### config.mk
export PLATFORM = sky130hd
export DESIGN_NAME = alm_dual_unit
export DESIGN_NICKNAME = d
export VERILOG_FILES = /design/src/rtl/alm_dual_pkg.sv /design/src/rtl/alm_dual_bank.sv /design/src/rtl/alm_dual_cmp.sv /design/src/rtl/alm_dual_pin.sv /design/src/rtl/alm_dual_unit.sv
export SDC_FILE = /design/constraint.sdc
export NUM_CORES = 1
export LEC_CHECK = 0
export BUFFER_PORTS_ARGS = -buffer_cell sky130_fd_sc_hd__buf_2
export CAP_MARGIN = 20
export CORE_UTILIZATION = 37
export CTS_CLUSTER_DIAMETER = 200
export DETAILED_ROUTE_END_ITERATION = 16
export GPL_ROUTABILITY_DRIVEN = 0
export PLACE_DENSITY_LB_ADDON = 0.12
export SLEW_MARGIN = 20
export SYNTH_ARGS = -nofsm -noshare
export SYNTH_HDL_FRONTEND = slang
export SYNTH_HIERARCHICAL = 1
export SYNTH_SLANG_ARGS = --single-unit
### constraint.sdc
create_clock -name clk -period 5.6 [get_ports clk]
set_input_delay 1.12 -clock clk [delete_from_list [all_inputs] [get_ports clk]]
set_output_delay 1.12 -clock clk [all_outputs]
set_load 0.01 [all_outputs]
### src/rtl/alm_dual_pkg.sv
package alm_dual_pkg;
   localparam int FIELDS = 6;
   localparam int BYTE_W = 8;

   localparam logic [2:0] OFS_SEC  = 3'd0;
   localparam logic [2:0] OFS_MIN  = 3'd1;
   localparam logic [2:0] OFS_HOUR = 3'd2;
   localparam logic [2:0] OFS_WDAY = 3'd3;
   localparam logic [2:0] OFS_DATE = 3'd4;
   localparam logic [2:0] OFS_MON  = 3'd5;

   localparam int SEC_W  = 7;
   localparam int MIN_W  = 7;
   localparam int HOUR_W = 6;
   localparam int WDAY_W = 3;
   localparam int DATE_W = 6;
   localparam int MON_W  = 5;

   localparam int POL_BIT  = 7;
   localparam int FMT_BIT  = 6;
   localparam int FLAG_BIT = 3;

   typedef struct packed {
      logic [SEC_W-1:0]  sec;
      logic [MIN_W-1:0]  min;
      logic [HOUR_W-1:0] hour;
      logic [WDAY_W-1:0] wday;
      logic [DATE_W-1:0] date;
      logic [MON_W-1:0]  mon;
   } alm_time_t;
endpackage

### src/rtl/alm_dual_bank.sv
module alm_dual_bank
   import alm_dual_pkg::*;
#(
   parameter int ADDR_W  = 8,
   parameter int BASE    = 10,
   parameter bit HAS_POL = 1'b1
) (
   input  logic              clk,
   input  logic              rst_n,
   input  logic              wr_en,
   input  logic [ADDR_W-1:0] wr_addr,
   input  logic [BYTE_W-1:0] wr_data,
   input  logic [ADDR_W-1:0] rd_addr,
   input  logic              hr12,
   input  logic              pol_in,
   input  logic              set_flag,
   output alm_time_t         fld,
   output logic              flag,
   output logic              pol_out,
   output logic [BYTE_W-1:0] rd_data
);
   localparam int LAST = BASE + FIELDS;
   localparam logic [ADDR_W-1:0] BASE_A = ADDR_W'(BASE);

   logic       wr_hit, rd_hit, wr_sel, clr_req;
   logic [2:0] wr_ofs, rd_ofs;

   assign wr_hit  = (int'(wr_addr) >= BASE) && (int'(wr_addr) < LAST);
   assign rd_hit  = (int'(rd_addr) >= BASE) && (int'(rd_addr) < LAST);
   assign wr_ofs  = 3'(wr_addr - BASE_A);
   assign rd_ofs  = 3'(rd_addr - BASE_A);
   assign wr_sel  = wr_en && wr_hit;
   assign clr_req = wr_sel && (wr_ofs == OFS_WDAY) && !wr_data[FLAG_BIT];

   always_ff @(posedge clk or negedge rst_n) begin
      if (!rst_n) begin
         fld <= '0;
      end else if (wr_sel) begin
         case (wr_ofs)
            OFS_SEC:  fld.sec  <= wr_data[SEC_W-1:0];
            OFS_MIN:  fld.min  <= wr_data[MIN_W-1:0];
            OFS_HOUR: fld.hour <= wr_data[HOUR_W-1:0];
            OFS_WDAY: fld.wday <= wr_data[WDAY_W-1:0];
            OFS_DATE: fld.date <= wr_data[DATE_W-1:0];
            OFS_MON:  fld.mon  <= wr_data[MON_W-1:0];
            default: ;
         endcase
      end
   end

   // hardware set has priority over a software clear in the same cycle
   always_ff @(posedge clk or negedge rst_n) begin
      if (!rst_n)        flag <= 1'b0;
      else if (set_flag) flag <= 1'b1;
      else if (clr_req)  flag <= 1'b0;
   end

   generate
      if (HAS_POL) begin : g_own_pol
         logic pol_q;
         logic unused_pol_in;
         assign unused_pol_in = pol_in;
         always_ff @(posedge clk or negedge rst_n) begin
            if (!rst_n)                              pol_q <= 1'b0;
            else if (wr_sel && wr_ofs == OFS_WDAY)   pol_q <= wr_data[POL_BIT];
         end
         assign pol_out = pol_q;
      end else begin : g_mirror_pol
         logic unused_pol_bit;
         assign unused_pol_bit = wr_data[POL_BIT];
         assign pol_out = pol_in;
      end
   endgenerate

   always_comb begin
      rd_data = '0;
      if (rd_hit) begin
         case (rd_ofs)
            OFS_SEC:  rd_data = BYTE_W'(fld.sec);
            OFS_MIN:  rd_data = BYTE_W'(fld.min);
            OFS_HOUR: rd_data = {1'b0, hr12, fld.hour};
            OFS_WDAY: rd_data = {pol_out, 3'b000, flag, fld.wday};
            OFS_DATE: rd_data = BYTE_W'(fld.date);
            OFS_MON:  rd_data = BYTE_W'(fld.mon);
            default:  rd_data = '0;
         endcase
      end
   end

   p_flag_rise_src_r5: assert property (@(posedge clk) disable iff (!rst_n)
      (flag && !$past(flag)) |-> $past(set_flag));
   p_flag_set_r5: assert property (@(posedge clk) disable iff (!rst_n)
      set_flag |=> flag);
   p_flag_fall_src_r7: assert property (@(posedge clk) disable iff (!rst_n)
      ($past(flag) && !flag) |-> $past(clr_req && !set_flag));
   p_flag_hold_r6: assert property (@(posedge clk) disable iff (!rst_n)
      (!set_flag && !clr_req) |=> (flag == $past(flag)));
endmodule

### src/rtl/alm_dual_cmp.sv
module alm_dual_cmp
   import alm_dual_pkg::*;
(
   input  alm_time_t alm,
   input  alm_time_t now,
   output logic      match
);
   logic [FIELDS-1:0] eq;

   assign eq[OFS_SEC]  = (alm.sec  == now.sec);
   assign eq[OFS_MIN]  = (alm.min  == now.min);
   assign eq[OFS_HOUR] = (alm.hour == now.hour);
   assign eq[OFS_WDAY] = (alm.wday == now.wday);
   assign eq[OFS_DATE] = (alm.date == now.date);
   assign eq[OFS_MON]  = (alm.mon  == now.mon);
   assign match = &eq;
endmodule

### src/rtl/alm_dual_pin.sv
module alm_dual_pin #(
   parameter int N          = 2,
   parameter bit REGISTERED = 1'b0
) (
   input  logic         clk,
   input  logic         rst_n,
   input  logic [N-1:0] flags,
   input  logic [N-1:0] en,
   input  logic         pol,
   output logic         pin
);
   logic active, level;

   assign active = |(flags & en);
   assign level  = active ? pol : ~pol;

   generate
      if (REGISTERED) begin : g_reg
         always_ff @(posedge clk or negedge rst_n) begin
            if (!rst_n) pin <= 1'b1;
            else        pin <= level;
         end
         p_pin_active_r8: assert property (@(posedge clk) disable iff (!rst_n)
            active |=> (pin == $past(pol)));
      end else begin : g_comb
         logic unused_clk;
         assign unused_clk = clk ^ rst_n;
         assign pin = level;
      end
   endgenerate
endmodule

### src/rtl/alm_dual_unit.sv
module alm_dual_unit
   import alm_dual_pkg::*;
#(
   parameter int ADDR_W    = 8,
   parameter int ALM0_BASE = 10,
   parameter int ALM1_BASE = 17,
   parameter bit PIN_REG   = 1'b0
) (
   input  logic              clk,
   input  logic              rst_n,
   input  logic              sec_tick,
   input  logic [1:0]        alm_en,
   input  logic              hr12,
   input  logic [6:0]        cur_sec,
   input  logic [6:0]        cur_min,
   input  logic [5:0]        cur_hour,
   input  logic [2:0]        cur_wday,
   input  logic [5:0]        cur_date,
   input  logic [4:0]        cur_mon,
   input  logic              wr_en,
   input  logic [ADDR_W-1:0] wr_addr,
   input  logic [7:0]        wr_data,
   input  logic [ADDR_W-1:0] rd_addr,
   output logic [7:0]        rd_data,
   output logic [1:0]        alm_flag,
   output logic              mfp
);
   localparam int NALM  = 2;
   localparam int RSVD0 = ALM0_BASE + FIELDS;
   localparam int RSVD1 = ALM1_BASE + FIELDS;

   if (ADDR_W < 3)
      $error("ADDR_W too small");
   if (ALM1_BASE < RSVD0)
      $error("alarm sets overlap");
   if (RSVD1 > (1 << ADDR_W))
      $error("alarm set exceeds address space");

   alm_time_t         now;
   alm_time_t         alm_fld [NALM];
   logic [7:0]        bank_rd [NALM];
   logic [NALM-1:0]   match_v, set_v, pol_v;

   assign now = {cur_sec, cur_min, cur_hour, cur_wday, cur_date, cur_mon};

   for (genvar g = 0; g < NALM; g++) begin : g_alm
      alm_dual_bank #(
         .ADDR_W (ADDR_W),
         .BASE   ((g == 0) ? ALM0_BASE : ALM1_BASE),
         .HAS_POL(g == 0)
      ) i_bank (
         .clk     (clk),
         .rst_n   (rst_n),
         .wr_en   (wr_en),
         .wr_addr (wr_addr),
         .wr_data (wr_data),
         .rd_addr (rd_addr),
         .hr12    (hr12),
         .pol_in  (pol_v[0]),
         .set_flag(set_v[g]),
         .fld     (alm_fld[g]),
         .flag    (alm_flag[g]),
         .pol_out (pol_v[g]),
         .rd_data (bank_rd[g])
      );

      alm_dual_cmp i_cmp (
         .alm  (alm_fld[g]),
         .now  (now),
         .match(match_v[g])
      );

      assign set_v[g] = sec_tick && alm_en[g] && match_v[g];

      p_flag_needs_en_r6: assert property (@(posedge clk) disable iff (!rst_n)
         (alm_flag[g] && !$past(alm_flag[g])) |-> $past(sec_tick && alm_en[g]));
   end

   assign rd_data = bank_rd[0] | bank_rd[1];

   alm_dual_pin #(
      .N         (NALM),
      .REGISTERED(PIN_REG)
   ) i_pin (
      .clk  (clk),
      .rst_n(rst_n),
      .flags(alm_flag),
      .en   (alm_en),
      .pol  (pol_v[0]),
      .pin  (mfp)
   );

   p_rsvd_zero_r9: assert property (@(posedge clk) disable iff (!rst_n)
      (int'(rd_addr) == RSVD0 || int'(rd_addr) == RSVD1) |-> (rd_data == 8'h00));
   p_pol_mirror_r4: assert property (@(posedge clk) disable iff (!rst_n)
      (int'(rd_addr) == ALM1_BASE + 3) |-> (rd_data[POL_BIT] == pol_v[0]));
endmodule

# == Word level (Yosys, flattened, before mapping) ==
# Index checks and enable logic that the tools add are counted.
# word_totals
register_bits,71
inputBits,65
out_inout_bits,11
# op_classes
n_addsub,4
n_lt_le_gt_ge,8
eq_ne,32
mux,9
n_bitwise,3
n_reduce_logical,36
# ops
cell,n
8-bit case mux with 6 select lines,2
"8-bit by 5-bit < comparator with 1-bit output, second input constant",4
7-bit == test,4
"3-bit by 2-bit == test with 1-bit output, second input constant",8
"3-bit == test, second input constant",8
6-bit == test,4
2-bit AND reduction,12
"8-bit by 4-bit greater-or-equal comparator with 1-bit output, second input constant",2
"8-bit by 5-bit greater-or-equal comparator with 1-bit output, second input constant",2
8-bit 2-to-1 mux,2
1-bit logical AND,14
"3-bit by 1-bit == test with 1-bit output, second input constant",4
3-bit logical NOT,4
6-bit AND reduction,2
5-bit == test,2
8-bit OR,1
3-bit == test,2
"3-bit by 1-bit subtractor with 3-bit output, second input constant",2
"3-bit by 2-bit subtractor with 3-bit output, second input constant",2
1-bit 2-to-1 mux,5
2-bit nonzero test,2
2-bit bitwise AND,1
2-bit OR reduction,1
1-bit logical NOT,1
1-bit NOT,1

# == Depth between registers and ports, before layout ==
# Gate-level depths: netlist of run 1.
# depth
word_depth,7
ltp_mapped,10

# == Modules after synthesis ==
# Netlist of run 1, hierarchy kept.
# by_module_without_submodules
mod,instances,cells_each,area_each_um2,seq_area_each_um2
alm_dual_bank (g_alm[1].i_bank),1,147,1890.6,875.8
alm_dual_bank (g_alm[0].i_bank),1,145,1794.2,900.9
alm_dual_cmp,2,46,374.1,0.0
alm_dual_unit,1,10,62.6,0.0
alm_dual_pin,1,2,21.3,0.0

# == Least setup slack after synthesis of run 1 ==
# No wires, ideal clock.
# synth_timing
path_type,input -> output
from,in rd_addr[0]
to,out rd_data[0]
arrival_ns,2.980
t_required_ns,4.480
setup_slack_ns,1.500
cell_stages,8
n_path_buf,2
cell_sequence,buf_1 nor2_1 ha_1 clkbuf_1 mux2_2 a222oi_1 a21oi_1 or2_1
# synth_rtl
element,line,source
"start, declared",alm_dual_unit.sv:23,"input logic [ADDR_W-1:0] rd_addr,"
"end, declared",alm_dual_unit.sv:24,"output logic [7:0] rd_data,"

==> results of run 1 <==
==> registers in the layout (all words and copies together), names as in the netlist <==
register and count:
g_alm.i_bank/pol_out 1, g_alm.i_bank/fld 68, g_alm.i_bank/flag 2
==> area by class of cell <==
cell class	count	area, sq um	area share
Multi-Input combinational cell	308	2660	0.498
Sequential cell	71	1780	0.333
Timing Repair Buffer	78	398	0.0746
Clock buffer	9	225	0.0422
Tap cell	143	179	0.0336
Clock inverter	7	96.3	0.0181
==> report_power, final <==
part	total (mW)	internal [mW]	switching (mW)
combinational	0.170	0.0799	0.0902
clock	0.626	0.391	0.235
sequential	0.566	0.537	0.0292
total	1.36	1.01	0.355
==> worst min-delay path by stage <==
| stage | start | endpoint | slack (ps) | cells past startpoint |
|---|---|---|---|---|
| 6_report | g_alm[0].i_bank/fld[24] | g_alm[0].i_bank/fld[24] | 550 | 1 |
| 3_5_place_dp | g_alm[0].i_bank/fld[28] | g_alm[0].i_bank/fld[28] | 540 | 1 |
| 5_1_grt | g_alm[0].i_bank/fld[28] | g_alm[0].i_bank/fld[28] | 580 | 1 |
| 2_1_floorplan | g_alm[0].i_bank/fld[18] | g_alm[0].i_bank/fld[18] | 520 | 1 |
| 4_1_cts | g_alm[0].i_bank/fld[28] | g_alm[0].i_bank/fld[28] | 560 | 1 |
| 3_3_place_gp | g_alm[0].i_bank/fld[33] | g_alm[0].i_bank/fld[33] | 540 | 1 |
==> metal layers <==
layer | vias up | track usage
met5 | - | 0
met4 | 0 | 0.0533
met3 | 16 | 0.0400
met2 | 118 | 0.359
met1 | 1732 | 0.321
li1 | 1599 | -
==> through the flow <==
stage                     worst slack (ps)  total power, mW  area [sq um]  instances
after detailed placement              1280            0.745          5010        600
after floorplan                       1500            0.660          4510        395
after global routing                  1150             1.42          5330        616
final                                 1190             1.36          5330        616
after CTS                             1280             1.37          5330        616
after global placement                1310            0.743          5010        600
==> layout by cell type, fill, tap and decap left out, types with 3 or more instances in the layout <==
cell type	count
nand3_1	12
a221oi_1	3
or2_1	8
mux2_2	55
o21ai_0	3
clkinvlp_4	3
mux2i_1	14
a21oi_1	12
nor2b_1	9
a222oi_1	3
xor2_1	65
mux2_4	20
nand2_1	13
a21o_1	4
buf_4	3
clkbuf_16	9
nand3b_1	4
nor4_1	18
o211ai_1	3
buf_2	75
dfrtp_1	71
nand4_1	3
xnor2_1	4
nor2_1	14
a22oi_1	3
==> worst max-delay path: stages <==
cell and delay [ps]:
buf_2 210, ha_1 680, mux2_2 400, a222oi_1 340, a21oi_1 120, or2_1 260
buf_2 150
==> impl_metrics.env, run 1 <==
export IMPL_status="finished, final reports clean"
export IMPL_yosysWarnings=6
export IMPL_worst_ir_drop_vdd_mv=0.155
export IMPL_vias=3465
export IMPL_worst_skew_pair_late_latency_ps=330
export IMPL_num_rows=39
export IMPL_clockBufferDepth=2
export IMPL_final_layout_size_suffix_gt1_frac=0.385
export IMPL_grt_total_usage=0.226
export IMPL_core_area_sq_um=11700
export IMPL_r2r_start="g_alm[1].i_bank/fld[28]"
export IMPL_die_h_um=112
export IMPL_finalHoldViolCount=0
export IMPL_detailed_place_hpwl_um=9950
export IMPL_grt_pass1_vias=3493
export IMPL_worstRegToRegCells=7
export IMPL_timing_critical_path_from="rd_addr[2]"
export IMPL_synth_area_per_cell_sq_um=11.4
export IMPL_max_freq_mhz=227
export IMPL_ant_nets=0
export IMPL_worstPathMaxFanout=17
export IMPL_p_per_area_nw_per_um2=255
export IMPL_drc=0
export IMPL_num_io_pins=76
export IMPL_fin_skew_ps=4.76
export IMPL_met2WireLength_um=6380
export IMPL_met3_length_um=662
export IMPL_ctsResizeCount=0
export IMPL_hold_path_class="register to register"
export IMPL_arrival_ps=3290
export IMPL_fin_setup_tns_ps=0
export IMPL_crit_path_end_kind="output port"
export IMPL_avgRoutedWirePerCell_um=22.1
export IMPL_holdWs_ps=553
export IMPL_cts_tree="done"
export IMPL_crit_required_ps=4480
export IMPL_ff2ff_setup_slack_ps=3580
export IMPL_r2r_end="g_alm[1].i_bank/flag"
export IMPL_clk_pin_slew_ps=60
export IMPL_nets=535
export IMPL_cts_max_level=3
export IMPL_root_buffer="clkbuf_16"
export IMPL_maxSlewHeadroom=0.280
export IMPL_synth_cells=395
export IMPL_die_area_sq_um=12600
export IMPL_cts_hold_buf=0
export IMPL_highest_layer="met4"
export IMPL_numCtsBuffers=9
export IMPL_grt_pass1_wl_um=21000
export IMPL_post_route_period_util=0.787
export IMPL_post_route_util=0.457
export IMPL_numPortBuffers=75
export IMPL_synth_fp_nets=462
export IMPL_post_cts_buffers=0
export IMPL_antenna_cells=0
export IMPL_start_util=0.387
export IMPL_syn2layout_area_growth_pct=18.3
export IMPL_fin_crit_ps=4410
export IMPL_startpoint_type="primary input"
export IMPL_finalSetupViolations=0
export IMPL_die_x_um=112
export IMPL_synth_cell_area_sq_um=4510
export IMPL_grt_max_degree=72
export IMPL_grt_ovfl_total=0
export IMPL_wl_met1_um=6370
export IMPL_cts_num_sinks=71
export IMPL_drv_cap=0
export IMPL_wl_um=13600
export IMPL_drtIter0Drc=186
export IMPL_critPathKind="primary input to output port"
export IMPL_endpoint="rd_data[3]"
export IMPL_rsz0062_at_grt="false"
export IMPL_fill_cells=1111
export IMPL_power_leakage_nw=2.67
export IMPL_antenna_found_initial=0
export IMPL_slew_viol_final=0
export IMPL_tightest_slew_ps=1080
export IMPL_vias_per_cell=5.63
export IMPL_drtPass1Iterations=5
(Power assumes the default switching activity.)
==> run 2: changes to the inputs <==
==> constraint.sdc (replaced) <==
create_clock -name clk -period 3.7 [get_ports clk]
set_input_delay 0.74 -clock clk [delete_from_list [all_inputs] [get_ports clk]]
set_output_delay 0.74 -clock clk [all_outputs]
set_load 0.01 [all_outputs]
==> run 2 against run 1 <==
Against the previous run:
- die area is the same
- clock skew grew 0.79 ps
- highest routed layer unchanged
- final area up 0.40%
- sequential power is 51% higher
==> impl_metrics.env, run 2 (synthesized netlist as in run 1, its figures left out) <==
export IMPL_ctsResizeCount=0
export IMPL_max_freq_mhz=295
export IMPL_ant_nets=0
export IMPL_regMostFlops="g_alm.i_bank/fld"
export IMPL_numCtsBuffers=9
export IMPL_drc=0
export IMPL_finalHoldViolCount=0
export IMPL_die_h_um=112
export IMPL_num_io_pins=76
export IMPL_avgRoutedWirePerCell_um=21.8
export IMPL_hold_path_class="primary input to async pin"
export IMPL_drtPass1Iterations=4
export IMPL_grt_pass1_vias=3491
export IMPL_cts_max_level=3
export IMPL_post_cts_buffers=0
export IMPL_grt_pass1_wl_um=21000
export IMPL_final_cell_count_no_fill=621
export IMPL_core_area_sq_um=11700
export IMPL_worstPathMaxFanout=7
export IMPL_numPortBuffers=75
export IMPL_fin_skew_ps=5.55
export IMPL_cts_hold_buf=0
export IMPL_grt_use_met2=0.359
export IMPL_final_cell_mix="buf_2, dfrtp_1, xor2_1"
export IMPL_fin_setup_tns_ps=0
export IMPL_grt_use_met3=0.0389
export IMPL_num_rows=39
export IMPL_fin_crit_ps=3390
export IMPL_largest_reg_flops=68
export IMPL_status="finished, final reports clean"
export IMPL_nets=542
export IMPL_fill_cells=1139
export IMPL_vias=3443
export IMPL_root_buffer="clkbuf_16"
export IMPL_wl_um=13500
export IMPL_maxSlewHeadroom=0.519
export IMPL_crit_required_ps=2960
export IMPL_placed_cell_area_sq_um=5090
export IMPL_tightest_slew_ps=721
export IMPL_design_area_sq_um=5350
export IMPL_die_x_um=112
export IMPL_critPathKind="primary input to output port"
export IMPL_drv_cap=0
export IMPL_antenna_found_initial=0
export IMPL_multi_input_area_sq_um=2660
export IMPL_clockBufferDepth=2
export IMPL_grt_total_usage=0.228
export IMPL_crit_path_end_kind="output port"
export IMPL_grt_max_degree=72
export IMPL_vias_per_cell=5.54
export IMPL_startpoint_type="primary input"
export IMPL_die_area_sq_um=12600
export IMPL_clk_pin_slew_ps=60
export IMPL_final_common_cell="buf_2"
export IMPL_arrival_ps=2650
export IMPL_drtIter0Drc=269
export IMPL_worst_ir_drop_vdd_mv=0.262
export IMPL_rsz0062_at_grt="false"
export IMPL_grt_ovfl_total=0
export IMPL_syn2layout_area_growth_pct=18.7
export IMPL_slew_viol_final=0
export IMPL_worst_skew_pair_late_latency_ps=330
export IMPL_finalSetupViolations=0
export IMPL_final_layout_size_suffix_gt1_frac=0.387
export IMPL_p_per_area_nw_per_um2=357
export IMPL_start_util=0.387
export IMPL_dp_cells=607
export IMPL_detailed_place_hpwl_um=10000
export IMPL_cts_tree="done"
export IMPL_grtUsageMet1=0.320
export IMPL_power_leakage_nw=2.70
export IMPL_post_route_period_util=0.915
export IMPL_cts_num_sinks=71
export IMPL_seqCellArea_sq_um=1780
export IMPL_grt_busiest_layer="met2"
export IMPL_worstRegToRegCells=7
export IMPL_antenna_cells=0
-- run 2: path summary, 6_finish.rpt --
path	from	slack (ps)	endpoint
worst min register to register	g_alm[0].i_bank/fld[24]	550	g_alm[0].i_bank/fld[24]
max in group asynchronous	rst_n	2950	g_alm[1].i_bank/fld[2]
min in group clk	g_alm[0].i_bank/fld[24]	550	g_alm[0].i_bank/fld[24]
worst min-delay path	rst_n	420	g_alm[1].i_bank/fld[25]
worst max register to register	g_alm[1].i_bank/fld[12]	1750	g_alm[1].i_bank/flag
worst max-delay path	rd_addr[0]	310	rd_data[0]
-- run 2: worst max-delay path, stage by stage --
cell	delay (ps)
buf_2	150
nor2_1	80
ha_1	420
mux2_2	370
a222oi_1	350
a21oi_1	110
or2_1	280
buf_2	150
-- run 2: cell type report --
cell class,instances,area share
well taps,143,0.0334
multi-input cells,308,0.496
repair buffers,85,0.0888
clock inverters,1,0.000935
clock buffers,13,0.0486
flip-flops and latches,71,0.332
-- run 2: through the flow --
| stage | setup WS (ps) | hold slack (ps) | power [mW] | utilization |
|---|---|---|---|---|
| floorplan | 360 | 444 | 0.999 | - |
| global placement | 457 | 534 | 1.13 | 0.436 |
| detailed placement | 401 | 542 | 1.14 | 0.436 |
| CTS | 389 | 446 | 1.93 | 0.459 |
| global route | 239 | 466 | 1.99 | 0.459 |
| finish | 315 | 421 | 1.91 | 0.459 |
-- run 2: layer usage --
metal	part of all wire	wire length (um)	up-vias
li1	-	-	1604
met1	0.48	6480	1722
met2	0.46	6170	99
met3	0.045	604	18
met4	0.019	263	0
met5	0	0	-
-- run 2: power breakdown --
part / switching [mW] / internal, mW
clock: 0.309 / 0.482
combinational: 0.140 / 0.128
sequential: 0.0412 / 0.813
==> run 3: changes to the inputs <==
==> constraint.sdc (replaced) <==
create_clock -name clk -period 3.7 [get_ports clk]
set_input_delay 0.555 -clock clk [delete_from_list [all_inputs] [get_ports clk]]
set_output_delay 0.555 -clock clk [all_outputs]
set_load 0.01 [all_outputs]
==> run 3 against run 2 <==
Against the previous run:
- flip-flop and latch count unchanged
- largest power group is now clock
- final cell count grew 0.16%
- routed wire length is 2.0% higher
- combinational power shrank 1%
- die area stayed put
- via count increased by 1.8%
- hold slack worse by 200 ps
- power rose by 7.9%
- largest cell class unchanged
- worst setup slack gained 290 ps
- register-to-register slack got worse by 40 ps
==> impl_metrics.env, run 3 (synthesized netlist as in run 1, its figures left out) <==
export IMPL_grt_max_degree=34
export IMPL_drc=0
export IMPL_path_common_cell="buf_2"
export IMPL_power_frac_comb=0.128
export IMPL_maxSlewHeadroom=0.392
export IMPL_post_cts_buffers=0
export IMPL_critPathKind="primary input to output port"
export IMPL_slew_viol_final=0
export IMPL_pre_cts_slack_ps=710
export IMPL_final_layout_size_suffix_gt1_frac=0.388
export IMPL_numPortBuffers=75
export IMPL_die_x_um=112
export IMPL_antenna_found_initial=0
export IMPL_cts_tree="done"
export IMPL_p_per_area_nw_per_um2=384
export IMPL_fin_crit_ps=3090
export IMPL_final_cell_mix="buf_2, dfrtp_1, xor2_1"
export IMPL_clk_pin_slew_ps=60
export IMPL_switchingPower_mw=0.502
export IMPL_syn2layout_area_growth_pct=19.3
export IMPL_post_route_period_util=0.836
export IMPL_root_buffer="clkbuf_16"
export IMPL_max_stage_delay_ps=530
export IMPL_setup_ws_ps=608
export IMPL_ant_nets=0
export IMPL_seq_power_share=0.415
export IMPL_power_leakage_nw=2.71
export IMPL_grt_pass1_vias=3589
export IMPL_worst_skew_pair_late_latency_ps=340
export IMPL_holdWs_ps=221
export IMPL_clkPwrFrac=0.458
export IMPL_r2r_end="g_alm[1].i_bank/flag"
export IMPL_fin_skew_ps=5.17
export IMPL_rsz0062_at_grt="false"
export IMPL_worstRegToRegCells=7
export IMPL_core_area_sq_um=11700
export IMPL_cts_hold_buf=0
export IMPL_num_io_pins=76
export IMPL_num_rows=39
export IMPL_arrival_ps=2540
export IMPL_drtPass1Iterations=5
export IMPL_numCtsBuffers=9
export IMPL_regMostFlops="g_alm.i_bank/fld"
export IMPL_worst_ir_drop_vdd_mv=0.239
export IMPL_drtIter0Drc=175
export IMPL_fin_setup_tns_ps=0
export IMPL_p_int_mw=1.56
export IMPL_ff2ff_setup_slack_ps=1710
export IMPL_timing_critical_path_from="rd_addr[2]"
export IMPL_p_sw_frac=0.243
export IMPL_cts_num_sinks=71
export IMPL_detailed_place_hpwl_um=10400
export IMPL_max_freq_mhz=323
export IMPL_vias_per_cell=5.64
export IMPL_final_common_cell="buf_2"
export IMPL_largest_reg_flops=68
export IMPL_finalHoldViolCount=0
export IMPL_r2r_start="g_alm[1].i_bank/fld[10]"
export IMPL_tightest_slew_ps=908
export IMPL_critical_path_slowest_cell="ha_1"
export IMPL_wl_um=13800
export IMPL_crit_chain="buf_2 > ha_1 > mux2_2 > a222oi_1 > a21oi_1 > or2_1 > buf_2"
export IMPL_status="finished, final reports clean"
export IMPL_die_area_sq_um=12600
export IMPL_antenna_cells=0
export IMPL_cts_max_level=3
export IMPL_worstPathMaxFanout=16
export IMPL_startpoint_type="primary input"
export IMPL_finalSetupViolations=0
export IMPL_drv_cap=0
export IMPL_avgRoutedWirePerCell_um=22.2
export IMPL_grt_total_usage=0.229
export IMPL_clockBufferDepth=2
export IMPL_start_util=0.387
export IMPL_hold_path_class="primary input to async pin"
export IMPL_crit_path_end_kind="output port"
export IMPL_grt_ovfl_total=0
export IMPL_grt_pass1_wl_um=21100
export IMPL_ctsResizeCount=0
export IMPL_crit_required_ps=3140
export IMPL_vias=3505
export IMPL_nets=541
export IMPL_die_h_um=112
run 3: changes by cell type in the layout (fill, tap and decap cells not counted):
| cell | previous run | this run |
|---|---|---|
| buf_4 | 8 | 9 |
| buf_12 | 2 | 0 |
| bufinv_16 | 0 | 2 |
run 3: worst max path at each step:
stage / end / slack (ps) / cells past startpoint
5_1_grt: rd_data[5] / 530 / 8
4_1_cts: rd_data[0] / 670 / 7
3_3_place_gp: rd_data[3] / 750 / 7
3_5_place_dp: rd_data[3] / 710 / 7
6_report: rd_data[0] / 610 / 7
2_1_floorplan: rd_data[0] / 730 / 8
run 3: critical path, delay by kind of cell:
family	cells	cell delay, ps
adders and majority gates	1	530
AOI/OAI and AO/OA	2	460
and+or+nand+nor	1	250
muxes	1	370
buffers and inverters	2	370
run 3: cell type report:
type | count | area [sq um]
multi-input cells | 308 | 2660
flip-flops and latches | 71 | 1780
repair buffers | 84 | 443
well taps | 143 | 179
clock buffers | 13 | 260
fillers | 1112 | 6280
clock inverters | 3 | 65.1
run 3: power groups by stage:
stage / Sequential (mW) / Combinational (mW) / Clock [mW]
3_5_place_dp: 0.871 / 0.262 / 0
2_1_floorplan: 0.852 / 0.146 / 0
6_report: 0.857 / 0.264 / 0.945
4_1_cts: 0.858 / 0.264 / 0.960
3_3_place_gp: 0.870 / 0.258 / 0
5_1_grt: 0.861 / 0.290 / 1.00
run 3: routing by layer:
metal / up-vias / routed length [um] / global-route usage
met5: - / 0 / 0
met4: 0 / 273 / 0.0702
met3: 18 / 738 / 0.0340
met2: 127 / 6510 / 0.377
met1: 1750 / 6280 / 0.312
li1: 1610 / - / -
run 3: per-stage QoR:
| stage | util | cells | cell area (sq um) | power (mW) |
|---|---|---|---|---|
| floorplan | - | 395 | 4510 | 0.999 |
| global placement | 0.434 | 606 | 5060 | 1.13 |
| detailed placement | 0.434 | 606 | 5060 | 1.13 |
| CTS | 0.461 | 622 | 5380 | 2.08 |
| global route | 0.461 | 622 | 5380 | 2.15 |
| finish | 0.461 | 622 | 5380 | 2.07 |
